File: config.mk
export PLATFORM = sky130hd
export DESIGN_NAME = dbg_wire_port
export DESIGN_NICKNAME = d
export VERILOG_FILES = /design/src/rtl/dbg_wire_port.sv
export SDC_FILE = /design/constraint.sdc
export NUM_CORES = 1
export LEC_CHECK = 0
export BUFFER_PORTS_ARGS = -buffer_cell sky130_fd_sc_hd__buf_2
export CAP_MARGIN = 0
export CORE_MARGIN = 3
export CORE_UTILIZATION = 35
export CTS_CLUSTER_SIZE = 10
export DETAILED_ROUTE_END_ITERATION = 6
export PLACE_DENSITY = 0.59
export RECOVER_POWER = 25
export SYNTH_ARGS = -nofsm -noshare
export SYNTH_HDL_FRONTEND = slang
export SYNTH_SLANG_ARGS = --single-unit
File: constraint.sdc
create_clock -name clk -period 3 [get_ports clk]
set_input_delay 0.15 -clock clk [delete_from_list [all_inputs] [get_ports clk]]
set_output_delay 0.15 -clock clk [all_outputs]
set_load 0.02 [all_outputs]
File: src/rtl/dbg_wire_port.sv
module dbg_wire_port #(
  parameter int         SYNC_STAGES = 2,
  parameter int         ENTRY_EDGES = 2,
  parameter logic [4:0] OP_ERASE    = 5'h0C,
  parameter logic [4:0] OP_STATUS   = 5'h06,
  parameter logic [4:0] OP_CHIPID   = 5'h1A
) (
  input  logic        clk,
  input  logic        por_n,
  input  logic        pin_rst_n,
  input  logic        dclk_pin,
  input  logic        ddat_in,
  output logic        ddat_out,
  output logic        ddat_oe,
  input  logic        lock_n,
  output logic        dbg_active,
  output logic        cmd_valid,
  output logic [4:0]  cmd_op,
  output logic        cmd_rsp,
  output logic [1:0]  cmd_nargs,
  output logic [23:0] cmd_args,
  input  logic [7:0]  resp_data,
  input  logic        resp_ready
);

  localparam int EW = $clog2(ENTRY_EDGES + 1);

  typedef enum logic [1:0] {S_RX, S_WAIT, S_TX} state_t;

  logic [SYNC_STAGES-1:0] ck_sy, dt_sy, rs_sy;
  logic ck_q, ck_s, dt_s, rs_s, rise, fall, run;

  always_ff @(posedge clk or negedge por_n)
    if (!por_n) begin
      ck_sy <= '0;
      dt_sy <= '0;
      rs_sy <= '0;
      ck_q  <= 1'b0;
    end else begin
      ck_sy <= {ck_sy[SYNC_STAGES-2:0], dclk_pin};
      dt_sy <= {dt_sy[SYNC_STAGES-2:0], ddat_in};
      rs_sy <= {rs_sy[SYNC_STAGES-2:0], pin_rst_n};
      ck_q  <= ck_sy[SYNC_STAGES-1];
    end

  assign ck_s = ck_sy[SYNC_STAGES-1];
  assign dt_s = dt_sy[SYNC_STAGES-1];
  assign rs_s = rs_sy[SYNC_STAGES-1];
  assign rise = ck_s & ~ck_q;
  assign fall = ~ck_s & ck_q;
  assign run  = dbg_active & rs_s;

  logic [EW-1:0] ent_cnt;

  always_ff @(posedge clk or negedge por_n)
    if (!por_n) begin
      dbg_active <= 1'b0;
      ent_cnt    <= '0;
    end else if (!dbg_active) begin
      if (rs_s) ent_cnt <= '0;
      else if (rise) begin
        if (ent_cnt == EW'(ENTRY_EDGES - 1)) dbg_active <= 1'b1;
        ent_cnt <= ent_cnt + 1'b1;
      end
    end

  state_t      st;
  logic [2:0]  bit_cnt;
  logic [1:0]  byte_idx, n_r;
  logic [6:0]  rx_sh;
  logic [4:0]  op_r;
  logic        rsp_r, oe_r;
  logic [23:0] args_r, args_nx;
  logic [7:0]  tx_sh, rx_byte;
  logic        first, last, fin_ok, fin_rsp;
  logic [4:0]  fin_op;
  logic [1:0]  fin_n;

  assign rx_byte = {rx_sh, dt_s};
  assign first   = (byte_idx == 2'd0);
  assign fin_op  = first ? rx_byte[7:3] : op_r;
  assign fin_rsp = first ? rx_byte[2]   : rsp_r;
  assign fin_n   = first ? rx_byte[1:0] : n_r;
  assign last    = first ? (rx_byte[1:0] == 2'd0) : (byte_idx == n_r);
  assign fin_ok  = lock_n | (fin_op == OP_ERASE) | (fin_op == OP_STATUS) | (fin_op == OP_CHIPID);

  always_comb begin
    args_nx = first ? '0 : args_r;
    case (byte_idx)
      2'd1:    args_nx[7:0]   = rx_byte;
      2'd2:    args_nx[15:8]  = rx_byte;
      2'd3:    args_nx[23:16] = rx_byte;
      default: ;
    endcase
  end

  always_ff @(posedge clk or negedge por_n)
    if (!por_n) begin
      st        <= S_RX;
      bit_cnt   <= '0;
      byte_idx  <= '0;
      rx_sh     <= '0;
      op_r      <= '0;
      rsp_r     <= 1'b0;
      n_r       <= '0;
      args_r    <= '0;
      tx_sh     <= '0;
      oe_r      <= 1'b0;
      cmd_valid <= 1'b0;
      cmd_op    <= '0;
      cmd_rsp   <= 1'b0;
      cmd_nargs <= '0;
      cmd_args  <= '0;
    end else begin
      cmd_valid <= 1'b0;
      case (st)
        S_RX:
          if (run && fall) begin
            rx_sh   <= rx_byte[6:0];
            bit_cnt <= bit_cnt + 3'd1;
            if (bit_cnt == 3'd7) begin
              op_r   <= fin_op;
              rsp_r  <= fin_rsp;
              n_r    <= fin_n;
              args_r <= args_nx;
              if (last) begin
                byte_idx  <= '0;
                cmd_valid <= fin_ok;
                if (fin_ok) begin
                  cmd_op    <= fin_op;
                  cmd_rsp   <= fin_rsp;
                  cmd_nargs <= fin_n;
                  cmd_args  <= args_nx;
                end
                if (fin_rsp) begin
                  if (fin_ok) st <= S_WAIT;
                  else begin
                    tx_sh <= 8'h00;
                    st    <= S_TX;
                  end
                end
              end else begin
                byte_idx <= byte_idx + 2'd1;
              end
            end
          end
        S_WAIT:
          if (resp_ready) begin
            tx_sh <= resp_data;
            st    <= S_TX;
          end
        S_TX: begin
          if (run && rise) begin
            if (!oe_r) oe_r <= 1'b1;
            else tx_sh <= {tx_sh[6:0], 1'b0};
          end
          if (run && fall && oe_r) begin
            bit_cnt <= bit_cnt + 3'd1;
            if (bit_cnt == 3'd7) begin
              oe_r <= 1'b0;
              st   <= S_RX;
            end
          end
        end
        default: st <= S_RX;
      endcase
    end

  assign ddat_oe  = oe_r;
  assign ddat_out = oe_r & tx_sh[7];

endmodule

Word level (Yosys, flattened, before mapping)
Cells that the tools add are included.
Widths: inputs -> output; s select.
{ "totals": {"reg_bits": 98, "out_inout_bits": 36, "word_cells": 114, "in_bits": 15} }
{ "op_classes": {"bitwise": 10, "n_addsub": 3, "muxes": 43, "n_eq_ne": 21, "reduce_logical": 16} }
{ "op_table": {"columns": ["cell", "count"], "rows": [
  ["$mux 8", 11],
  ["$mux 2", 12],
  ["$mux 24", 1],
  ["$pmux 8 s3", 1],
  ["$ne 2x2->1 const B", 10],
  ["$mux 1", 13],
  ["$reduce_and 9->1", 1],
  ["$reduce_and 7->1", 1],
  ["$eq 2x1->1 const B", 3],
  ["$eq 2x2->1 const B", 3],
  ["$logic_not 2->1", 3],
  ["$mux 3", 2],
  ["$pmux 2 s3", 1],
  ["$pmux 3 s2", 1],
  ["$reduce_and 3->1", 2],
  ["$eq 5x3->1 const B", 1],
  ["$eq 5x4->1 const B", 1],
  ["$eq 5x5->1 const B", 1],
  ["$mux 5", 1],
  ["$reduce_and 5->1", 1],
  ["$add 2x1->2 const B", 2],
  ["$and 1x1->1", 4],
  ["$reduce_and 2->1", 2],
  ["$reduce_bool 2->1", 2],
  ["other kinds (7)", 13]
]} }

Depth between registers and ports, before layout
{ "depth": {"word_depth": 12, "depth_mapped": 10, "ltp_nobuf": 7} }

Worst setup path before layout
No wires, ideal clock.
{ "synth_path": {"kind": "reg2reg", "startpoint": "register byte_idx[0]", "endpoint": "register cmd_args[16]", "path_slack_ps": 73, "path_stages_with_launch": 10, "n_path_buf": 2, "setup_time_ps": 127, "synth_period_minus_slack_ps": 2927, "required_ps": 2873, "arrival_time_ps": 2800, "path_cell_list": "dfrtp_1 > inv_1 > ha_1 > buf_2 > mux2_4 > or4_1 > a31o_2 > a211oi_4 > buf_6 > mux2_1"} }
{ "synth_via": {"elab_chain_cells": 7, "elab_cells_between_ends": 14, "cone_classes": "eq/ne (5); mux (4); bitwise (3); reduce/logical (2)"} }
{ "synth_rtl": {"columns": ["element", "line", "text"], "rows": [
  ["start, declared", "69", "logic [1:0] byte_idx, n_r;"],
  ["start signal, assigned", "143", "byte_idx <= byte_idx + 2'd1;"],
  ["$logic_not 2->1", "80", "assign first = (byte_idx == 2'd0);"],
  ["$mux 5", "81", "assign fin_op = first ? rx_byte[7:3] : op_r;"],
  ["$eq 5x4->1", "85", "assign fin_ok = lock_n | (fin_op == OP_ERASE) | (fin_op == OP_STATUS) | (fin_op == OP_CHIPID);"],
  ["$or 1x1->1 (3 in series)", "85", null],
  ["$reduce_and 5->1 (no source line)", null, null],
  ["end signal, assigned", "133", "cmd_args <= args_nx;"],
  ["end, declared", "21", "output logic [23:0] cmd_args,"]
]} }
Several ways; a longest one is shown, not always the timed one.
A chain may end at the register's enable or synchronous reset.

Final worst setup path
{ "layout_path": {"startpoint": "register byte_idx[0]", "endpoint": "register cmd_op[0]"} }
{ "layout_via": {"elab_chain_cells": 7, "elab_cells_between_ends": 11, "cone_classes": "eq/ne (4); mux (2); bitwise (3); reduce/logical (2)"} }
{ "layout_rtl": {"columns": ["element", "line", "text"], "rows": [
  ["$logic_not 2->1", "80", null],
  ["$mux 5", "81", null],
  ["$eq 5x4->1", "85", null],
  ["$or 1x1->1 (3 in series)", "85", null],
  ["$reduce_and 5->1 (no source line)", null, null],
  ["end signal, assigned", "130", "cmd_op <= fin_op;"],
  ["end, declared", "18", "output logic [4:0] cmd_op,"]
]} }
Several ways; a longest one is shown, not always the timed one.

==> summary.md <==
| Metric | Value |
|---|---|
| Number of enable-type register cells in the synthesized netlist | 0 |
| Crit path launch type | flip-flop |
| Number of buffers created by CTS | 9 |
| Fraction of power spent switching nets | 0.2827 |
| Stage delay of the slowest cell on the critical path | 0.51 ns |
| Tcrit/Tclk final | 0.9551 |
| Post-CTS clock slew at the launch and capture registers of the worst setup and hold paths | 0.07 ns |
| Type of the setup path with the least slack | reg -> reg |
| Die area | 0.01416 mm2 |
| Yosys Warn Count | 0 |
| Hold Violations, Final | 0 |
| Hold-critical path depth | 3 |
| Wire length of the first global-routing pass | 15590 um |
| Register area | 0.002452 mm2 |
| Netlist cell types | 42 |
| Wire length per cell | between 15 and 20 um |
| Post-layout min period | 2.865 ns |
| Fillcell total | 1169 |
| Startpoint of the worst register-to-register path | byte_idx[0]$_DFFE_PN0P_ |
| Cell type with the highest aggregate area in the netlist | dfrtp_1 |
| Violation count after the first detailed-route iteration | 168 |
| Combinational fraction of design power | 0.190 |
| Cell Rows | 40 |
| Multi-input gate area in the final layout | 0.001852 mm2 |
| Worst voltage drop across the vdd grid | ~520 uV |
| Static leakage | 2.666 nW |
| Crit path cell chain | inv_1 -> ha_1 -> mux2_4 -> or4_1 -> a31o_2 -> a211oi_4 -> buf_12 -> mux2_1 |
| Total power divided by cell area | between 600 and 700 mW/mm2 |
| Final-layout worst hold slack | around 0.053 ns |
| Final RePlAce weighted congestion | 0.7645 |
| Initial DRT Pass Iterations | 4 |
| Worst slew margin relative to its limit | 0.1527 |
| Post-synthesis average cell area | 12.52 um2 |
| Number of ports placed on the die boundary | 51 |
| Hold worst-path end | tx_sh[0]$_DFFE_PN0P_ |
| CTS tree | built |
| Overall track demand over capacity in global routing | 0.1373 |
| Type of the tightest min-delay check | in -> reg |
| Cell area after synthesis | between 0.004 and 0.005 mm2 |
| Antenna Violating Nets Remaining | 0 |
| Post-synthesis net count | 383 |
| Sort of element at the end of the critical path | flip-flop |
| Final Skew | 0.01068 ns |
| Path depth of the worst reg2reg path | 8 |
| Number of buffers on the longest clock path | 2 |
| Pint | approximately 2.4 mW |
| Number of placed instances with taps included | 566 |
| Total of flip-flops plus latches after synthesis | a little under 100 |
| Yosys top cell area share | 0.5486 |
| Unrepaired setup endpoints after global routing | no |
| Reg-to-Reg End | cmd_op[0]$_DFFE_PN0P_ |
| # DRC | 0 |
| Sum of net half-perimeters after detailed placement | 6349 um |
| Max-cap viol count | 0 |
| Net switching power of the design | 0.9554 mW |
| Endpoint arrival time on the critical path | 3.08 ns |
| Maximum number of pins on one net before global-route repair | slightly below 50 |
| Routed vias/inst | 5.232 |
| Most common cell in the synthesized netlist | dfrtp_1 |
| Starting density of the core | 0.3646 |
| Status | complete, no violations |
| Via count of the first global-routing pass | between 3000 and 4000 |
| Grt total ovfl | 0 |
| Width of the die | 119.0 um |
| Highest net fanout along the worst path | 21 |
| Share of layout cells above drive strength 1 | 0.2703 |
| Max Transition Viols Final | 0 |
| Post-layout instance area | 0.005310 mm2 |
| Main area contributors after synthesis | dfrtp_1 55%, a22o_1 8.8%, mux2_2 7.6% |
| Post-placement cell area | ~0.0049 mm2 |
| Finish-stage setup viols | 0 |
| Achievable frequency | between 0.3 and 0.4 GHz |
| Via count of the routed design | ~3100 |
| Area overhead of the layout relative to synthesis | 18.78% |
| Number of buffer cells added on primary ports | 50 |
| Post-synth ARST share | 1.000 |
| Most numerous cell types in the synthesized netlist | 98 x dfrtp_1, 45 x a22o_1, 30 x mux2_2, 26 x mux2_1, 17 x nand2_1 |
| Flop-to-flop setup slack | approximately 0.13 ns |
| Fin Setup TNS | 0 ns |
| Number of antenna violations at the first check in global routing | 0 |
| Wire length after detailed routing | between 9000 and 10000 um |
| Share of total power in sequential cells | 0.441 |
| Root buffer selected by CTS | clkbuf_16 |
| Hold path startpoint | resp_data[0] |
| Share of the yosys chip area belonging to registers | 0.5486 |
| Clock share of power | 0.369 |
| Core area | 0.01226 mm2 |
| Main flop type after synthesis | dfrtp_1 |
| Count of antenna diodes in the layout | 0 |
| Gate count after technology mapping | about 360 |
| Fin cells | 586 |
| Worst slew pin tran | 1.271 ns |
| CP Data Required Time | approximately 3.2 ns |
| Die Y | 119.0 um |
| Sinks on Clock Net | 98 |
| Clock latency on the worst-skew pair | 0.34 ns |
| Slowest-stage cell, CP | or4_1 |
| Total Nets Final | between 400 and 500 |
| # H-tree levels | 3 |
## placed cells by master, fill, tap and decap left out, types with 3 or more instances in the layout
cell type / synthesis / final
nor3_1: 5 / 5
nand3_1: 3 / 3
dfrtp_1: 98 / 98
clkbuf_16: 0 / 9
nor3b_1: 3 / 3
mux2i_1: 8 / 8
a22oi_1: 7 / 7
a21oi_1: 7 / 7
buf_4: 0 / 14
buf_2: 1 / 45
clkbuf_1: 15 / 4
a22o_1: 45 / 45
nand2_1: 17 / 17
xor2_1: 3 / 3
nor2_1: 9 / 9
o21ai_0: 8 / 8
o21ai_1: 3 / 3
nor2b_1: 8 / 8
and2_1: 5 / 5
mux2_1: 26 / 26
dlygate4sd3_1: 0 / 4
mux2_2: 30 / 30
inv_1: 13 / 13
ha_1: 11 / 11
## flip-flops by register name (all words and copies together) (netlist names), 2 cells and up
| register | count |
|---|---|
| args_r | 24 |
| bit_cnt | 3 |
| byte_idx | 2 |
| ck_sy | 2 |
| cmd_args | 24 |
| cmd_nargs | 2 |
| cmd_op | 5 |
| dt_sy | 2 |
| ent_cnt | 2 |
| n_r | 2 |
| op_r | 5 |
| rs_sy | 2 |
| rx_sh | 7 |
| st | 2 |
| tx_sh | 8 |
## what timing repair did
action	CTS	global route
hold endpoints to repair	49	0
buffers inserted	0	0
gates resized for setup	0	1
hold buffers	4	0
endpoints found under the setup margin	0	9
## cell families after synthesis
| kind of cell | after synthesis | share of synthesized area |
|---|---|---|
| flops | 98 | 0.5486 |
| compound gates | 82 | 0.1455 |
| mux | 65 | 0.1623 |
| simple gates | 60 | 0.06969 |
| buf+inv | 38 | 0.03722 |
| fa+ha+maj | 11 | 0.03079 |
| xor+xnor | 3 | 0.005878 |
## area by class of cell
type,instances,area share
tap,168,0.03959
clock inverter,7,0.01885
sequential,98,0.4618
inverter,13,0.009189
clock buffer,9,0.04241
timing repair buffer,70,0.07941
multi-input combinational,221,0.3487
## power groups by stage
stage                     logic (mW)  clock network (mW)  registers [mW]
after CTS                      0.650                1.29            1.49
after global placement         0.629                   0            1.51
final                          0.643                1.25            1.49
after detailed placement       0.644                   0            1.51
after global routing           0.715                1.34            1.50
after floorplan                0.458                   0            1.48
## critical path: cells and delay by family (launching register included)
family          cells  cell delay, ns
flops               1            0.39
simple gates        1            0.51
buf+inv             2            0.30
compound gates      2            0.62
fa+ha+maj           1            0.24
mux                 2            0.68
## metal layers
layer | GRT usage | part of all wire | vias to the layer above
li1 | - | - | 1413
met1 | 0.1800 | 0.46 | 1580
met2 | 0.2204 | 0.48 | 63
met3 | 0.03846 | 0.041 | 10
met4 | 0.04345 | 0.013 | 0
met5 | 0 | 0 | -
## metrics by stage
stage | util | power, mW | setup slack [ns]
floorplan | - | 1.940 | 0.07261
global placement | 0.4036 | 2.139 | 0.1313
detailed placement | 0.4036 | 2.158 | 0.06766
CTS | 0.4334 | 3.429 | 0.05132
global route | 0.4331 | 3.556 | 0.03118
finish | 0.4331 | 3.380 | 0.1347
## worst max-delay path by stage
| stage | startpoint | endpoint | cells after the start |
|---|---|---|---|
| 2_1_floorplan | byte_idx[0]$_DFFE_PN0P_ | cmd_args[16]$_DFFE_PN0P_ | 9 |
| 3_3_place_gp | byte_idx[1]$_DFFE_PN0P_ | cmd_args[18]$_DFFE_PN0P_ | 8 |
| 3_5_place_dp | byte_idx[0]$_DFFE_PN0P_ | cmd_args[19]$_DFFE_PN0P_ | 8 |
| 4_1_cts | byte_idx[0]$_DFFE_PN0P_ | cmd_args[17]$_DFFE_PN0P_ | 8 |
| 5_1_grt | byte_idx[0]$_DFFE_PN0P_ | cmd_args[17]$_DFFE_PN0P_ | 8 |
| 6_report | byte_idx[0]$_DFFE_PN0P_ | cmd_op[0]$_DFFE_PN0P_ | 8 |
Power figures use the tool's default switching activity.
